## src/rtl/avg_scale_pkg.sv

```systemverilog
package avg_scale_pkg;

    localparam int NUM_ST = 9;

    // bit position of each state inside the one-hot vector
    typedef enum logic [3:0] {
        ST_IDLE = 4'd0,
        ST_LOAD = 4'd1,
        ST_SIGN = 4'd2,
        ST_NEG  = 4'd3,
        ST_CMP  = 4'd4,
        ST_STEP = 4'd5,
        ST_XFER = 4'd6,
        ST_SH1  = 4'd7,
        ST_SH2  = 4'd8
    } st_idx_e;

    typedef logic [NUM_ST-1:0] st_vec_t;

    // controls carried from sequencer to datapath
    typedef struct packed {
        logic ld_ops;
        logic neg_b;
        logic step;
        logic z_load;
        logic z_shift;
        logic done_set;
        logic done_clr;
    } ctl_t;

    // condition flags carried from datapath to sequencer
    typedef struct packed {
        logic b_neg;
        logic a_ge_b;
    } cond_t;

    function automatic st_vec_t st_bit(input st_idx_e idx);
        st_vec_t v;
        v = '0;
        v[idx] = 1'b1;
        return v;
    endfunction

endpackage

```

## src/rtl/avg_scale_ctrl.sv

```systemverilog
module avg_scale_ctrl
    import avg_scale_pkg::*;
(
    input  logic    clk,
    input  logic    rst,
    input  logic    start,
    input  cond_t   cond,
    output ctl_t    ctl,
    output st_vec_t st_q,
    output logic    done_q
);
    localparam st_vec_t ST_RESET = st_bit(ST_IDLE);

    st_vec_t st_d;

    // each next-state bit gathers all inward edges of that state
    always_comb begin
        st_d          = '0;
        st_d[ST_IDLE] = (st_q[ST_IDLE] & ~start) | st_q[ST_SH2];
        st_d[ST_LOAD] = st_q[ST_IDLE] & start;
        st_d[ST_SIGN] = st_q[ST_LOAD];
        st_d[ST_NEG]  = st_q[ST_SIGN] & cond.b_neg;
        st_d[ST_CMP]  = (st_q[ST_SIGN] & ~cond.b_neg) | st_q[ST_NEG] | st_q[ST_STEP];
        st_d[ST_STEP] = st_q[ST_CMP] & ~cond.a_ge_b;
        st_d[ST_XFER] = st_q[ST_CMP] & cond.a_ge_b;
        st_d[ST_SH1]  = st_q[ST_XFER];
        st_d[ST_SH2]  = st_q[ST_SH1];
    end

    always_ff @(posedge clk) begin
        if (rst) st_q <= ST_RESET;
        else     st_q <= st_d;
    end

    // control decode straight from the state bits
    always_comb begin
        ctl.ld_ops   = st_q[ST_LOAD];
        ctl.done_clr = st_q[ST_LOAD];
        ctl.neg_b    = st_q[ST_NEG];
        ctl.step     = st_q[ST_STEP];
        ctl.z_load   = st_q[ST_XFER];
        ctl.z_shift  = st_q[ST_SH1] | st_q[ST_SH2];
        ctl.done_set = st_q[ST_SH2];
    end

    always_ff @(posedge clk) begin
        if (rst)               done_q <= 1'b1;
        else if (ctl.done_set) done_q <= 1'b1;
        else if (ctl.done_clr) done_q <= 1'b0;
    end

endmodule

```

## src/rtl/avg_scale_ops.sv

```systemverilog
module avg_scale_ops
    import avg_scale_pkg::*;
#(
    parameter int W = 8
) (
    input  logic         clk,
    input  logic         rst,
    input  ctl_t         ctl,
    input  logic [W-1:0] x,
    input  logic [W-1:0] y,
    output logic [W-1:0] a_q,
    output logic [W-1:0] b_q,
    output cond_t        cond
);
    localparam logic [W-1:0] ONE = W'(1);

    logic [W-1:0] a_d;
    logic [W-1:0] b_d;

    always_comb begin
        a_d = a_q;
        b_d = b_q;
        if (ctl.ld_ops) begin
            a_d = x;
            b_d = y;
        end else if (ctl.neg_b) begin
            b_d = ~b_q + ONE;
        end else if (ctl.step) begin
            a_d = a_q + ONE;
            b_d = b_q - ONE;
        end
    end

    always_ff @(posedge clk) begin
        if (rst) begin
            a_q <= '0;
            b_q <= '0;
        end else begin
            a_q <= a_d;
            b_q <= b_d;
        end
    end

    // unsigned compare and sign tap for the sequencer
    assign cond.a_ge_b = (a_q >= b_q);
    assign cond.b_neg  = b_q[W-1];

endmodule

```

## src/rtl/avg_scale_outreg.sv

```systemverilog
module avg_scale_outreg
    import avg_scale_pkg::*;
#(
    parameter int W = 8
) (
    input  logic         clk,
    input  logic         rst,
    input  ctl_t         ctl,
    input  logic [W-1:0] a,
    output logic [W-1:0] z_q
);
    logic [W-1:0] z_d;

    // per-bit source: parallel load, left neighbour on shift, else hold
    for (genvar i = 0; i < W; i++) begin : g_bit
        if (i == 0) begin : g_lsb
            always_comb begin
                if (ctl.z_load)       z_d[i] = a[i];
                else if (ctl.z_shift) z_d[i] = 1'b0;
                else                  z_d[i] = z_q[i];
            end
        end else begin : g_upper
            always_comb begin
                if (ctl.z_load)       z_d[i] = a[i];
                else if (ctl.z_shift) z_d[i] = z_q[i-1];
                else                  z_d[i] = z_q[i];
            end
        end
    end

    always_ff @(posedge clk) begin
        if (rst) z_q <= '0;
        else     z_q <= z_d;
    end

endmodule

```

## src/rtl/avg_scale_unit.sv

```systemverilog
module avg_scale_unit
    import avg_scale_pkg::*;
#(
    parameter int W = 8
) (
    input  logic         clk,
    input  logic         rst,
    input  logic         start,
    input  logic [W-1:0] x,
    input  logic [W-1:0] y,
    output logic [W-1:0] z,
    output logic         done
);
    ctl_t         ctl;
    cond_t        cond;
    st_vec_t      st_vec;
    logic [W-1:0] a_val;
    logic [W-1:0] b_val;

    avg_scale_ctrl u_ctrl (
        .clk    (clk),
        .rst    (rst),
        .start  (start),
        .cond   (cond),
        .ctl    (ctl),
        .st_q   (st_vec),
        .done_q (done)
    );

    avg_scale_ops #(.W(W)) u_ops (
        .clk  (clk),
        .rst  (rst),
        .ctl  (ctl),
        .x    (x),
        .y    (y),
        .a_q  (a_val),
        .b_q  (b_val),
        .cond (cond)
    );

    avg_scale_outreg #(.W(W)) u_out (
        .clk (clk),
        .rst (rst),
        .ctl (ctl),
        .a   (a_val),
        .z_q (z)
    );

endmodule

```

## config.mk

```make
export PLATFORM = sky130hd
export DESIGN_NAME = avg_scale_unit
export DESIGN_NICKNAME = d
export VERILOG_FILES = /design/src/rtl/avg_scale_pkg.sv /design/src/rtl/avg_scale_ctrl.sv /design/src/rtl/avg_scale_ops.sv /design/src/rtl/avg_scale_outreg.sv /design/src/rtl/avg_scale_unit.sv
export SDC_FILE = /design/constraint.sdc
export NUM_CORES = 1
export LEC_CHECK = 0
export ABC_AREA = 1
export BUFFER_PORTS_ARGS = -buffer_cell sky130_fd_sc_hd__buf_2
export CAP_MARGIN = 20
export CORE_MARGIN = 1
export CORE_UTILIZATION = 45
export CTS_CLUSTER_DIAMETER = 50
export DETAILED_ROUTE_END_ITERATION = 6
export PLACE_DENSITY_LB_ADDON = 0.12
export SETUP_SLACK_MARGIN = 0.2
export SLEW_MARGIN = 20
export SYNTH_ARGS = -nofsm -noshare
export SYNTH_HDL_FRONTEND = slang
export SYNTH_SLANG_ARGS = --single-unit
```

## constraint.sdc

```tcl
create_clock -name clk -period 2 [get_ports clk]
set_input_delay 0.2 -clock clk [delete_from_list [all_inputs] [get_ports clk]]
set_output_delay 0.2 -clock clk [all_outputs]
set_load 0.01 [all_outputs]
```

Yosys cells after proc, flatten, opt, wreduce, memory -nomap -nowiden
Index checks and enable logic that the tools add are counted.
Operators by class
  equal/unequal tests: 1
  reductions and logical operators: 5
  $add $sub $neg: 3
  magnitude comparators: 1
  muxes and demuxes: 22
  bitwise logic cells: 14
Operators with widths (count)
  $mux W8: 6
  $add A8 B1 Y8 const B: 2
  $mux W1: 16
  $ge A8 B8 Y1: 1
  $not A8 Y8: 1
  $sub A8 B1 Y8 const B: 1
  $and A1 B1 Y1: 6
  $or A1 B1 Y1: 4
  $reduce_bool A2 Y1: 2
  $not A1 Y1: 3
  $reduce_bool A3 Y1: 1
  $ne A2 B2 Y1 const B: 1
  $reduce_and A2 Y1: 1
  $reduce_or A2 Y1: 1
Storage, ports and cells
  input port bits: 19
  output and inout port bits: 9
  register bits after elaboration: 34
  word-level logic and storage cells: 51

Depth between registers and ports, before layout
  depth after elaboration: 4
  depth in mapped cells: 10
  depth with buffers taken out: 10

Cells and area by module
A second synthesis with hierarchy kept.
Second synthesis, totals
  cell total of the unflattened synthesis: 319
  area total of the unflattened synthesis: 2197.1 um^2
Modules (own cells, without submodules)
  avg_scale_ops: seq. area each 320.3 um^2, cells each 217, area each 1406.3 um^2, instances 1
  avg_scale_outreg: seq. area each 160.2 um^2, cells each 59, area each 400.4 um^2, instances 1
  avg_scale_ctrl: seq. area each 200.2 um^2, cells each 43, area each 390.4 um^2, instances 1

Worst setup path before layout
Ideal clock, no wire load.
  path kind: register to register
  from: register u_ops.b_q[0]
  to: register u_ops.b_q[4]
  buffers on the path: 0
  slack: 0.717 ns
  period minus slack after synthesis: 1.283 ns
  library setup time: 0.067 ns
  cell stages (with the launch flop): 8
  arrival: 1.215 ns
  required time: 1.933 ns
  cells stage by stage: dfxtp_1 inv_1 ha_1 or2_4 nand2_1 xor2_1 nand2_1 a21oi_2
Between the ends
  word-level cells in the longest chain between the ends: 4
  elaborated cells between the ends (all ways): 6
  those cells by class: add/sub: 2; mux: 3; bitwise: 1
Ends and longest elaborated chain
  start, declared: line avg_scale_ops.sv:12  | output logic [W-1:0] b_q,
  start signal, assigned: line avg_scale_ops.sv:37  | b_q <= '0;
  start signal, assigned: line avg_scale_ops.sv:40  | b_q <= b_d;
  $sub A8 B1 Y8 or $not A8 Y8 (tied branches): line avg_scale_ops.sv:30, avg_scale_ops.sv:27
  $mux W8 or $add A8 B1 Y8 (tied branches): line avg_scale_ops.sv:28, avg_scale_ops.sv:27
  $mux W8 (*): line avg_scale_ops.sv:26  | end else if (ctl.neg_b) begin
  $mux W8 (*): line avg_scale_ops.sv:23  | if (ctl.ld_ops) begin
Every way passes the cells marked *; elsewhere a longest branch is shown, timed or not. The select of a mux whose other input is x is not followed.
A chain may end at the register's enable or synchronous reset.

Worst setup path in the final report
Ends and elaborated chain as after synthesis.

==> flow_metrics.tcl <==
set metrics [dict create \
    hold_start "start" \
    async_flop_share_pct 0 \
    grt_pass1_vias 1518 \
    hpwl_um 2980 \
    fin_cells 333 \
    nets 315 \
    fin_crit_ns 1.43 \
    syn_avg_cell_area_um2 7.10 \
    worst_pin_slew_ns 0.508 \
    die_h_um 65.5 \
    synthFlopType "dfxtp_1" \
    io_buffers 27 \
    drive_above_1_share_pct 14.7 \
    r2r-start "u_ops.b_q[0]" \
    synthCells 256 \
    rsz0062_at_grt "false" \
    drt-total-wl_um 4030 \
    synth_commonest_cells "nand2_1 (69), dfxtp_1 (34), nor2_1 (30), inv_1 (28), o21ai_0 (15)" \
    dieArea_mm2 0.00430 \
    synth_area_leaders "dfxtp_1 (37%), nand2_1 (14%), ha_1 (7.6%)" \
    synth_nets 286 \
    grt_pass1_wl_um 6900 \
    viasPerCell 5.02 \
    yosysWarnings 0 \
    start_kind "flop" \
    clock_skew_ns 0.00695 \
    power_density_mw_per_mm2 706 \
    fin_util_pct 54.9 \
    core_mm2 0.00377 \
    max_freq_ghz 0.697 \
    n_antenna_cell 0 \
    reg2reg_to "u_ops.b_q[4]" \
    post_drt_wl_per_cell_um 12.1 \
    cp_max_fo 4 \
    crit_arrival_ns 1.65 \
    cts_setup_buffers 0 \
    cts_hold_buf 0 \
    track_usage_pct 21.3 \
    timing_worst_setup_path_type "flop to flop" \
    ios 28 \
    slew_headroom_pct 66.2 \
    initial_utilization_pct 48.2 \
    synth_edf_count 0 \
    drv_slew 0 \
    cap_violations 0 \
    cts_resized 0 \
    dr_total_vias 1672 \
    grt_max_degree 25 \
    ctsRootBufferMaster "clkbuf_8" \
    clock_latency_ns 0.28 \
    drt-initial-drc-count 137 \
    setup_violations 0 \
    ys_seq_area_share_pct 37.5 \
    regToRegSetupSlack_ns 0.57 \
    numClockSinks 34 \
    drc_errors 0 \
    drtPass1Iterations 4 \
    synth_top_cell_by_area "dfxtp_1" \
    area.growth.synth_to_final_pct 13.9 \
    detail-route-antenna-nets 0 \
    htree_num_levels 2 \
    cts_buffers 5 \
    hold_violations 0 \
    clkSlewWorstSetupHoldPaths_ns 0.07 \
    overflow 0 \
    hold_end "u_ctrl.st_q[0]" \
    antenna_found_initial 0 \
    cp.required_ns 2.22 \
    hp-class "primary input to flop" \
    ys_types 27 \
    die_width_um 65.5 \
    peakVddDrop_mv 0.594 \
    syn_area_mm2 0.00182 \
    n_fill_cell 388 \
    hold_depth 2 \
    min_period_over_period_pct 71.7 \
    synth_most_common_cell "nand2_1" \
    tritoncts "done" \
    routabilityCongestion 0.814 \
    synth_seq_cells 34 \
    status "completed" \
    leakage_nw 0.942 \
    fin_tns_setup_ns 0 \
    clockBufferDepth 2 \
    synthDominantCellAreaShare_pct 37.5 \
    placed_cells 326 \
    worstRegToRegCells 7 \
    endpoint_kind "flop" \
    rows 22 \
]
-- area by class of cell --
type	instances	area [µm²]	area share, %
clock buffer	5	68.8	3.33
clock inverter	2	10.0	0.484
multi-input combinational	185	985	47.6
inverter	30	115	5.56
tap	48	60.1	2.90
timing repair buffer	29	150	7.26
sequential	34	681	32.9
-- cells by family (layout without fill, tap and decap cells) --
family                   Yosys count  count (layout)  share of synthesized area, %
buffers and inverters             37              66                          8.33
flip-flops                        34              34                          37.5
AO/OA/AOI/OAI                     47              47                          15.7
AND/OR/NAND/NOR                  116             116                          25.6
XOR/XNOR                          11              11                          5.30
adder cells (fa/ha/maj)           11              11                          7.58
-- cell usage in the layout, fill, tap and decap left out --
master and n:
a21oi_1 12, nor3_1 1, buf_4 2, nand4_1 2
dfxtp_1 34, o22ai_1 1, buf_2 27, clkbuf_8 5
o2111ai_1 1, a311oi_1 5, nand2_2 2, a22o_1 2
o21ai_0 15, xor2_1 8, inv_1 28, xnor2_1 3
a21oi_2 1, inv_4 1, nand3_1 11, a32o_1 1
inv_2 1, ha_1 11, clkinv_2 2, or2_4 1
nand2_1 69, a31oi_1 8, o21ai_1 1, nor2_1 30
-- worst max-delay path, stage by stage (launching register included) --
cell	delay, ns
dfxtp_1	0.38
inv_1	0.10
ha_1	0.21
or2_4	0.27
nand2_1	0.08
xor2_1	0.14
nand2_1	0.08
a21oi_2	0.10
-- metal layers --
layer | GRT usage (%) | up-vias | routed length (µm)
met3 | 4.69 | 7 | 163
met4 | 8.15 | 0 | 64
met1 | 29.6 | 736 | 2140
li1 | - | 894 | -
met2 | 31.7 | 35 | 1660
met5 | 0 | - | 0
-- flip-flops by register name (all words and copies together) (netlist names) --
name,flops
u_ops.b_q,8
u_ctrl.st_q,9
u_ops.a_q,8
u_out.z_q,8
u_ctrl.done_q,1
-- power breakdown --
part	internal, W	switching, W	leakage, nW
logic	0.000101	0.000149	0.622
registers	0.000708	0.0000307	0.277
clock network	0.000233	0.000240	0.0438
total	0.00104	0.000419	0.942
-- metrics by stage --
stage          area [µm²]  total power, W  hold slack, ns  worst slack, ns
3_5_place_dp         1990         0.00100           0.418            0.587
5_1_grt              2070         0.00155           0.118            0.397
4_1_cts              2070         0.00147           0.120            0.571
2_1_floorplan        1820        0.000929           0.278            0.717
3_3_place_gp         1990        0.000999           0.416            0.591
6_report             2070         0.00146           0.120            0.566
-- worst max path at each step --
stage | cells after the start | to | startpoint | slack (ns)
floorplan | 7 | u_ops.b_q[4] | u_ops.b_q[0] | 0.72
global placement | 10 | u_ctrl.st_q[6] | u_ops.b_q[3] | 0.59
detailed placement | 7 | u_ops.b_q[4] | u_ops.b_q[0] | 0.59
CTS | 7 | u_ops.b_q[4] | u_ops.b_q[0] | 0.57
global route | 10 | u_ctrl.st_q[6] | u_ops.b_q[3] | 0.40
finish | 7 | u_ops.b_q[4] | u_ops.b_q[0] | 0.57
No activity file was read; power rests on OpenSTA's default activity.
